--- src/rtl/nvm_cmd_pkg.sv ---
package nvm_cmd_pkg;
  localparam int KEY_W = 15;
  localparam logic [KEY_W-1:0] KEY_ADDR_A = 15'h5555;
  localparam logic [KEY_W-1:0] KEY_ADDR_B = 15'h2AAA;
  localparam logic [7:0] CODE_OPEN   = 8'hAA;
  localparam logic [7:0] CODE_CONF   = 8'h55;
  localparam logic [7:0] CODE_PGM    = 8'hA0;
  localparam logic [7:0] CODE_ERASE  = 8'h80;
  localparam logic [7:0] CODE_SECTOR = 8'h30;
  localparam logic [7:0] CODE_ALL    = 8'h10;

  typedef enum logic [2:0] {
    SEQ_IDLE, SEQ_OPEN1, SEQ_CONF1, SEQ_PGM_WAIT,
    SEQ_ERA_ARM, SEQ_OPEN2, SEQ_CONF2
  } seq_state_t;

  typedef enum logic [1:0] {OP_NONE, OP_PGM, OP_SECTOR, OP_ALL} op_kind_t;

  function automatic logic [7:0] program_merge(input logic [7:0] old_v,
                                               input logic [7:0] new_v);
    return old_v & new_v;
  endfunction

  function automatic logic [7:0] status_byte(input op_kind_t kind,
                                             input logic [7:0] tgt,
                                             input logic tog);
    logic poll;
    poll = (kind == OP_PGM) ? ~tgt[7] : 1'b0;
    return {poll, tog, 6'b0};
  endfunction
endpackage

--- src/rtl/nvm_unlock_seq.sv ---
module nvm_unlock_seq
  import nvm_cmd_pkg::*;
(
  input  logic             clk,
  input  logic             rst_n,
  input  logic             wr_en,
  input  logic             busy_i,
  input  logic [KEY_W-1:0] key_addr,
  input  logic [7:0]       wdata,
  output logic             start_pgm,
  output logic             start_sector,
  output logic             start_all
);
  seq_state_t state_q, state_d;
  logic at_a, at_b, wr_ok;

  assign at_a  = (key_addr == KEY_ADDR_A);
  assign at_b  = (key_addr == KEY_ADDR_B);
  assign wr_ok = wr_en && !busy_i;

  always_comb begin
    state_d      = state_q;
    start_pgm    = 1'b0;
    start_sector = 1'b0;
    start_all    = 1'b0;
    if (wr_ok) begin
      state_d = SEQ_IDLE;
      unique case (state_q)
        SEQ_IDLE:     if (at_a && wdata == CODE_OPEN) state_d = SEQ_OPEN1;
        SEQ_OPEN1:    if (at_b && wdata == CODE_CONF) state_d = SEQ_CONF1;
        SEQ_CONF1: begin
          if (at_a && wdata == CODE_PGM)        state_d = SEQ_PGM_WAIT;
          else if (at_a && wdata == CODE_ERASE) state_d = SEQ_ERA_ARM;
        end
        SEQ_PGM_WAIT: start_pgm = 1'b1;
        SEQ_ERA_ARM:  if (at_a && wdata == CODE_OPEN) state_d = SEQ_OPEN2;
        SEQ_OPEN2:    if (at_b && wdata == CODE_CONF) state_d = SEQ_CONF2;
        SEQ_CONF2: begin
          if (wdata == CODE_SECTOR)             start_sector = 1'b1;
          else if (at_a && wdata == CODE_ALL)   start_all = 1'b1;
        end
        default: state_d = SEQ_IDLE;
      endcase
    end
  end

  always_ff @(posedge clk or negedge rst_n)
    if (!rst_n) state_q <= SEQ_IDLE;
    else        state_q <= state_d;

  a_r4_one_start: assert property (@(posedge clk) disable iff (!rst_n)
    $onehot0({start_pgm, start_sector, start_all}));
  a_r7_idle_while_busy: assert property (@(posedge clk) disable iff (!rst_n)
    busy_i |-> state_q == SEQ_IDLE);
endmodule

--- src/rtl/nvm_busy_timer.sv ---
module nvm_busy_timer #(
  parameter int BUSY_CYCLES = 12
) (
  input  logic clk,
  input  logic rst_n,
  input  logic start_i,
  output logic busy_o,
  output logic done_o
);
  localparam int CNT_W = $clog2(BUSY_CYCLES + 1);
  logic [CNT_W-1:0] cnt_q;

  assign done_o = busy_o && (cnt_q == '0);

  always_ff @(posedge clk or negedge rst_n)
    if (!rst_n) begin
      busy_o <= 1'b0;
      cnt_q  <= '0;
    end else if (!busy_o) begin
      if (start_i) begin
        busy_o <= 1'b1;
        cnt_q  <= CNT_W'(BUSY_CYCLES - 1);
      end
    end else if (done_o) begin
      busy_o <= 1'b0;
    end else begin
      cnt_q <= cnt_q - 1'b1;
    end

  a_r3_falls_after_done: assert property (@(posedge clk) disable iff (!rst_n)
    done_o |=> !busy_o);
  a_r3_holds_until_done: assert property (@(posedge clk) disable iff (!rst_n)
    busy_o && !done_o |=> busy_o);
  a_r2_rises_on_start: assert property (@(posedge clk) disable iff (!rst_n)
    start_i && !busy_o |=> busy_o);
endmodule

--- src/rtl/nvm_cell_array.sv ---
module nvm_cell_array
  import nvm_cmd_pkg::*;
#(
  parameter int IDX_W  = 6,
  parameter int CELL_W = 2
) (
  input  logic             clk,
  input  logic             rst_n,
  input  logic             pgm_en,
  input  logic             sector_en,
  input  logic             all_en,
  input  logic [IDX_W-1:0] wr_idx,
  input  logic [7:0]       wr_data,
  input  logic [IDX_W-1:0] rd_idx,
  output logic [7:0]       rd_data
);
  localparam int NCELLS = 1 << IDX_W;
  localparam int SECT_W = IDX_W - CELL_W;

  logic [7:0] mem [NCELLS];
  logic [7:0] old_at_wr;
  logic [NCELLS-1:0] cell_is_ff;

  assign rd_data   = mem[rd_idx];
  assign old_at_wr = mem[wr_idx];

  for (genvar i = 0; i < NCELLS; i++) begin : g_ff
    assign cell_is_ff[i] = (mem[i] == 8'hFF);
  end

  always_ff @(posedge clk or negedge rst_n)
    if (!rst_n) begin
      for (int i = 0; i < NCELLS; i++) mem[i] <= 8'hFF;
    end else begin
      if (pgm_en) mem[wr_idx] <= program_merge(old_at_wr, wr_data);
      for (int i = 0; i < NCELLS; i++) begin
        if (all_en || (sector_en && SECT_W'(i >> CELL_W) == wr_idx[IDX_W-1:CELL_W]))
          mem[i] <= 8'hFF;
      end
    end

  a_r10_only_clears: assert property (@(posedge clk) disable iff (!rst_n)
    pgm_en |=> (mem[$past(wr_idx)] & ~$past(old_at_wr)) == 8'h00);
  a_r6_all_erased: assert property (@(posedge clk) disable iff (!rst_n)
    all_en |=> &cell_is_ff);
endmodule

--- src/rtl/nvm_cmd_decoder.sv ---
module nvm_cmd_decoder
  import nvm_cmd_pkg::*;
#(
  parameter int ADDR_W      = 16,
  parameter int SECT_OFF_W  = 12,
  parameter int CELL_W      = 2,
  parameter int BUSY_CYCLES = 12
) (
  input  logic              clk,
  input  logic              rst_n,
  input  logic              wr_en,
  input  logic              rd_en,
  input  logic [ADDR_W-1:0] addr,
  input  logic [7:0]        wdata,
  output logic [7:0]        rdata,
  output logic              busy
);
  localparam int SECT_W = ADDR_W - SECT_OFF_W;
  localparam int IDX_W  = SECT_W + CELL_W;

  function automatic logic [IDX_W-1:0] cell_index(input logic [ADDR_W-1:0] a);
    return {a[ADDR_W-1:SECT_OFF_W], a[CELL_W-1:0]};
  endfunction

  logic start_pgm, start_sector, start_all, any_start, op_done;
  op_kind_t op_kind_q;
  logic [IDX_W-1:0] op_idx_q;
  logic [7:0] op_data_q, arr_rd;
  logic tog_q;

  assign any_start = start_pgm || start_sector || start_all;

  nvm_unlock_seq u_seq (
    .clk, .rst_n, .wr_en, .busy_i(busy),
    .key_addr(addr[KEY_W-1:0]), .wdata,
    .start_pgm, .start_sector, .start_all
  );

  nvm_busy_timer #(.BUSY_CYCLES(BUSY_CYCLES)) u_timer (
    .clk, .rst_n, .start_i(any_start), .busy_o(busy), .done_o(op_done)
  );

  nvm_cell_array #(.IDX_W(IDX_W), .CELL_W(CELL_W)) u_array (
    .clk, .rst_n,
    .pgm_en(op_done && op_kind_q == OP_PGM),
    .sector_en(op_done && op_kind_q == OP_SECTOR),
    .all_en(op_done && op_kind_q == OP_ALL),
    .wr_idx(op_idx_q), .wr_data(op_data_q),
    .rd_idx(cell_index(addr)), .rd_data(arr_rd)
  );

  always_ff @(posedge clk or negedge rst_n)
    if (!rst_n) begin
      op_kind_q <= OP_NONE;
      op_idx_q  <= '0;
      op_data_q <= '0;
    end else if (any_start) begin
      op_kind_q <= start_pgm ? OP_PGM : (start_sector ? OP_SECTOR : OP_ALL);
      op_idx_q  <= cell_index(addr);
      op_data_q <= wdata;
    end

  always_ff @(posedge clk or negedge rst_n)
    if (!rst_n) begin
      rdata <= 8'h00;
      tog_q <= 1'b0;
    end else begin
      if (any_start) tog_q <= 1'b0;
      if (rd_en) begin
        if (busy) begin
          rdata <= status_byte(op_kind_q, op_data_q, tog_q);
          tog_q <= ~tog_q;
        end else begin
          rdata <= arr_rd;
        end
      end
    end

  a_r8_erase_poll_low: assert property (@(posedge clk) disable iff (!rst_n)
    rd_en && busy && op_kind_q != OP_PGM |=> rdata[7] == 1'b0);
  a_r8_low_bits_zero: assert property (@(posedge clk) disable iff (!rst_n)
    rd_en && busy |=> rdata[5:0] == 6'b0);
  a_r11_rdata_holds: assert property (@(posedge clk) disable iff (!rst_n)
    !rd_en |=> $stable(rdata));
endmodule

--- config.mk ---
export PLATFORM = sky130hd
export DESIGN_NAME = nvm_cmd_decoder
export DESIGN_NICKNAME = d
export VERILOG_FILES = /design/src/rtl/nvm_cmd_pkg.sv /design/src/rtl/nvm_unlock_seq.sv /design/src/rtl/nvm_busy_timer.sv /design/src/rtl/nvm_cell_array.sv /design/src/rtl/nvm_cmd_decoder.sv
export SDC_FILE = /design/constraint.sdc
export NUM_CORES = 1
export LEC_CHECK = 0
export BUFFER_PORTS_ARGS = -buffer_cell sky130_fd_sc_hd__buf_4
export CAP_MARGIN = 30
export CORE_AREA = 3 3 317 319
export DETAILED_ROUTE_END_ITERATION = 12
export DIE_AREA = 0 0 320 322
export REMOVE_ABC_BUFFERS = 1
export SKIP_LAST_GASP = 1
export SLEW_MARGIN = 20
export SYNTH_ARGS = -nofsm -noshare
export SYNTH_HDL_FRONTEND = slang
export SYNTH_HIERARCHICAL = 1
export SYNTH_SLANG_ARGS = --single-unit
--- constraint.sdc ---
create_clock -name clk -period 3.4 [get_ports clk]
set_input_delay 0 -clock clk [delete_from_list [all_inputs] [get_ports clk]]
set_output_delay 0 -clock clk [all_outputs]
set_load 0.1 [all_outputs]
==> flow_summary.toml <==
[routing]
drt-pass1-iter-count = 5
detail-route-antenna-nets = 0
route.final.wire_length_um = 121400
detailedRoute.firstIterationViolations = 3687
routed-via-count = 25746
ratio_of_routed_vias_to_standard_cells = 6.010
drc = 0
route.detailed.wl_per_inst_um = 28.33

[worst_hold_path]
min-delay-path-class = "in2reg"
worstHoldStart = "addr[13]"
hold_depth = 2

[clock_network]
cts_htree_levels = 2
clock_tree.buffer_depth = 3
clkLatencyLatePin_ns = 0.65
worst_setup_hold_path_clk_slew_ns = 0.07
tritoncts_clock_tree = "yes"
tritoncts.num_buffers = 59
cts.sinks = 545
cts_root_buffer = "clkbuf_16"

[logic_synthesis]
synth_seq_cells = 545
ys_top_cells_by_area = "dfstp_2, mux4_2, a21oi_1, nor2_1, dfrtp_1"
yosys_top_cell_by_area = "dfstp_2"
synth.lib_cells_used.distinct = 81
synth_sequential_area_ratio = 0.4874
synth_ff_type = "dfstp_2"
syn-instance-count = 2732
share_of_flip_flops_with_an_asynchronous_set_or_reset_after_synthesis = 1.000
synth_largest_type_area_fraction = 0.4592
combined_area_of_all_synthesized_cells_um2 = 29300
synth_edf_count = 0
ys.warnings.count = 6
avgSynthCellArea_um2 = 10.72

[floorplanning]
die_x_um = 320
floorplan.rows = 115
die_area_um2 = 103000
design.portCount = 37
vert_die_dim_um = 322
initial_core_util = 0.2985
core_area_um2 = 98130

[grt]
vias_in_the_first_global_route = 25080
global_route.usage.total = 0.2307
grt_pass1_wl_um = 178100
grt_antenna_before_repair = 1
global_route.overflow_total = 0
grt_max_degree = 96

[timing]
min_period_over_period = 0.9757
tightest_slew_ns = 1.011
max_clock_freq_mhz = 301.4
timing.clock.skew_ns = 0.03497
final_hold_viol_count = 0
grt_setup_unrepaired = "false"
finalWorstPathRequiredPeriod_ns = 3.317
slew_headroom = 0.3230
report.final.slew_viol_count = 0
setup_violations = 0

[critical_path]
worst-path-buf-inv = 2
cp.arrival_ns = 3.86
highest_fanout_seen_on_the_critical_path = 36
critical_path.slowest_cell = "or4_1"
wp_data_required_ns = 3.94
r2r.worst_path.cells = 8
cpLargestDelayFamily = "simple AND/OR/NAND/NOR gates"
critPathKind = "reg2reg"
timing.critical_path.to_type = "flip-flop"
cpPeakStageDelay_ns = 0.64
startpoint_type = "flip-flop"
critical_path_depth = 8
path_cells = "and2_2, buf_12, a221oi_1, nor3_1, or4_1, o31ai_4, buf_12, a21oi_1"
worstSetupStartpoint = "op_idx_q[1]$_DFFE_PN0P_"
path_common_cell = "buf_12"
rr_startpoint = "op_idx_q[1]$_DFFE_PN0P_"

[place]
gp_congestion = 0.9945
hpwlAfterDp_um = 83840
place.detailed.instances = 4149
port-buffer-count = 36

[power]
finalPower_w = 0.01406
share_of_total_power_in_combinational_logic = 0.038
power.switching_fraction = 0.2257
power.share.clock = 0.498
power_report.internal_total_w = 0.01089
power_density_nw_per_um2 = 396.5
cellLeakagePower_nw = 13.12
register_share_of_total_power = 0.465
max-vdd-ir-drop_uv = 379.7
netSwitchingPower_w = 0.003174

[finish]
fill_cells = 9651
finish.cell_count_without_fillers = 4284
postLayoutCoreUtil = 0.3614
n_antenna_cell = 0
layout.cells.most_common_list = "nor2_1, a21oi_1, dfstp_2"
area.growth.synth_to_final_pct = 21.05
final_layout_size_suffix_gt1_frac = 0.4077
most_common_cell_after_layout_fill_and_taps_aside = "nor2_1"
finalNetCount = 2977

[job]
max-cap-violations = 0

[status]
status = "completed"
## final cells by class
class,count,area [um^2],area share
tap,1287,1610,0.04541
multi-input combinational,1980,14080,0.3970
clock buffer,81,1669,0.04707
clock inverter,29,419.2,0.01182
inverter,15,56.30,0.001588
timing repair buffer,347,3342,0.09424
sequential,545,14290,0.4029
## registers in the layout, indices dropped and copies added, names as in the netlist
register,cells
u_seq/state_q,3
tog_q,1
u_timer/busy_o,1
op_kind_q,2
op_data_q,8
u_array/mem,512
rdata,8
u_timer/cnt_q,4
op_idx_q,6
## per-stage QoR
stage	setup TNS, ns	cell area (um^2)	setup WS, ns	hold slack [ns]
floorplan	-1681.18	28360	-4.001	-0.2956
detailed placement	0	33130	0.09792	0.1440
global placement	0	33130	0.1366	0.1518
CTS	0	35420	0.08853	0.008812
global route	0	35460	0.02083	0.03596
finish	0	35460	0.08254	0.06329
## cells by family after synthesis
group / share of synthesized area
AOI/OAI and AO/OA: 0.2003
DFF: 0.4874
buffers and inverters: 0.03404
and+or+nand+nor: 0.1108
muxes: 0.1670
adders and majority gates: 0.0004270
## Yosys cell counts (all sizes together) (9+ instances only)
cell type,n
nor2b,22
a221oi,82
inv,14
dfstp,512
and2,9
clkbuf,87
a22oi,80
a31oi,9
dfrtp,33
mux4,171
a22o,23
o21ai,90
mux2,54
nand2,49
o22ai,36
a21oi,545
nor3,21
buf,105
a221o,11
mux2i,43
o22a,10
nand3,10
nor2,613
## power by group through the flow
stage	Clock (W)	Sequential [W]	Combinational (W)
after global placement	0	0.00662	0.000513
after detailed placement	0	0.00662	0.000515
after floorplan	0	0.00668	0.0000982
final	0.00700	0.00653	0.000529
after global routing	0.00739	0.00653	0.000569
after CTS	0.00710	0.00653	0.000534
## per-layer routing
metal	routed length (um)	vias up	GRT usage
met5	9	-	0
met3	14010	365	0.06378
met1	47640	13000	0.3096
li1	-	10660	-
met2	53500	1719	0.3482
met4	6205	2	0.1032
## what timing repair did
item / in CTS / in global routing
buffers inserted: 0 / 3
hold buffers: 20 / 0
resized for setup: 0 / 1
endpoints found under the setup margin: 0 / 51
hold endpoints to repair: 119 / 0
## final timing paths
check / end / slack (ns)
worst min register to register: tog_q$_DFF_PN0_ / 0.49
worst max register to register: u_array/mem[321]$_DFFE_PN1P_ / 0.08
worst min-delay path: op_idx_q[3]$_DFFE_PN0P_ / 0.06
max in group asynchronous: u_array/mem[13]$_DFFE_PN1P_ / 2.37
min in group asynchronous: op_idx_q[4]$_DFFE_PN0P_ / 0.09
worst max-delay path: u_array/mem[321]$_DFFE_PN1P_ / 0.08
Power figures use the tool's default switching activity.
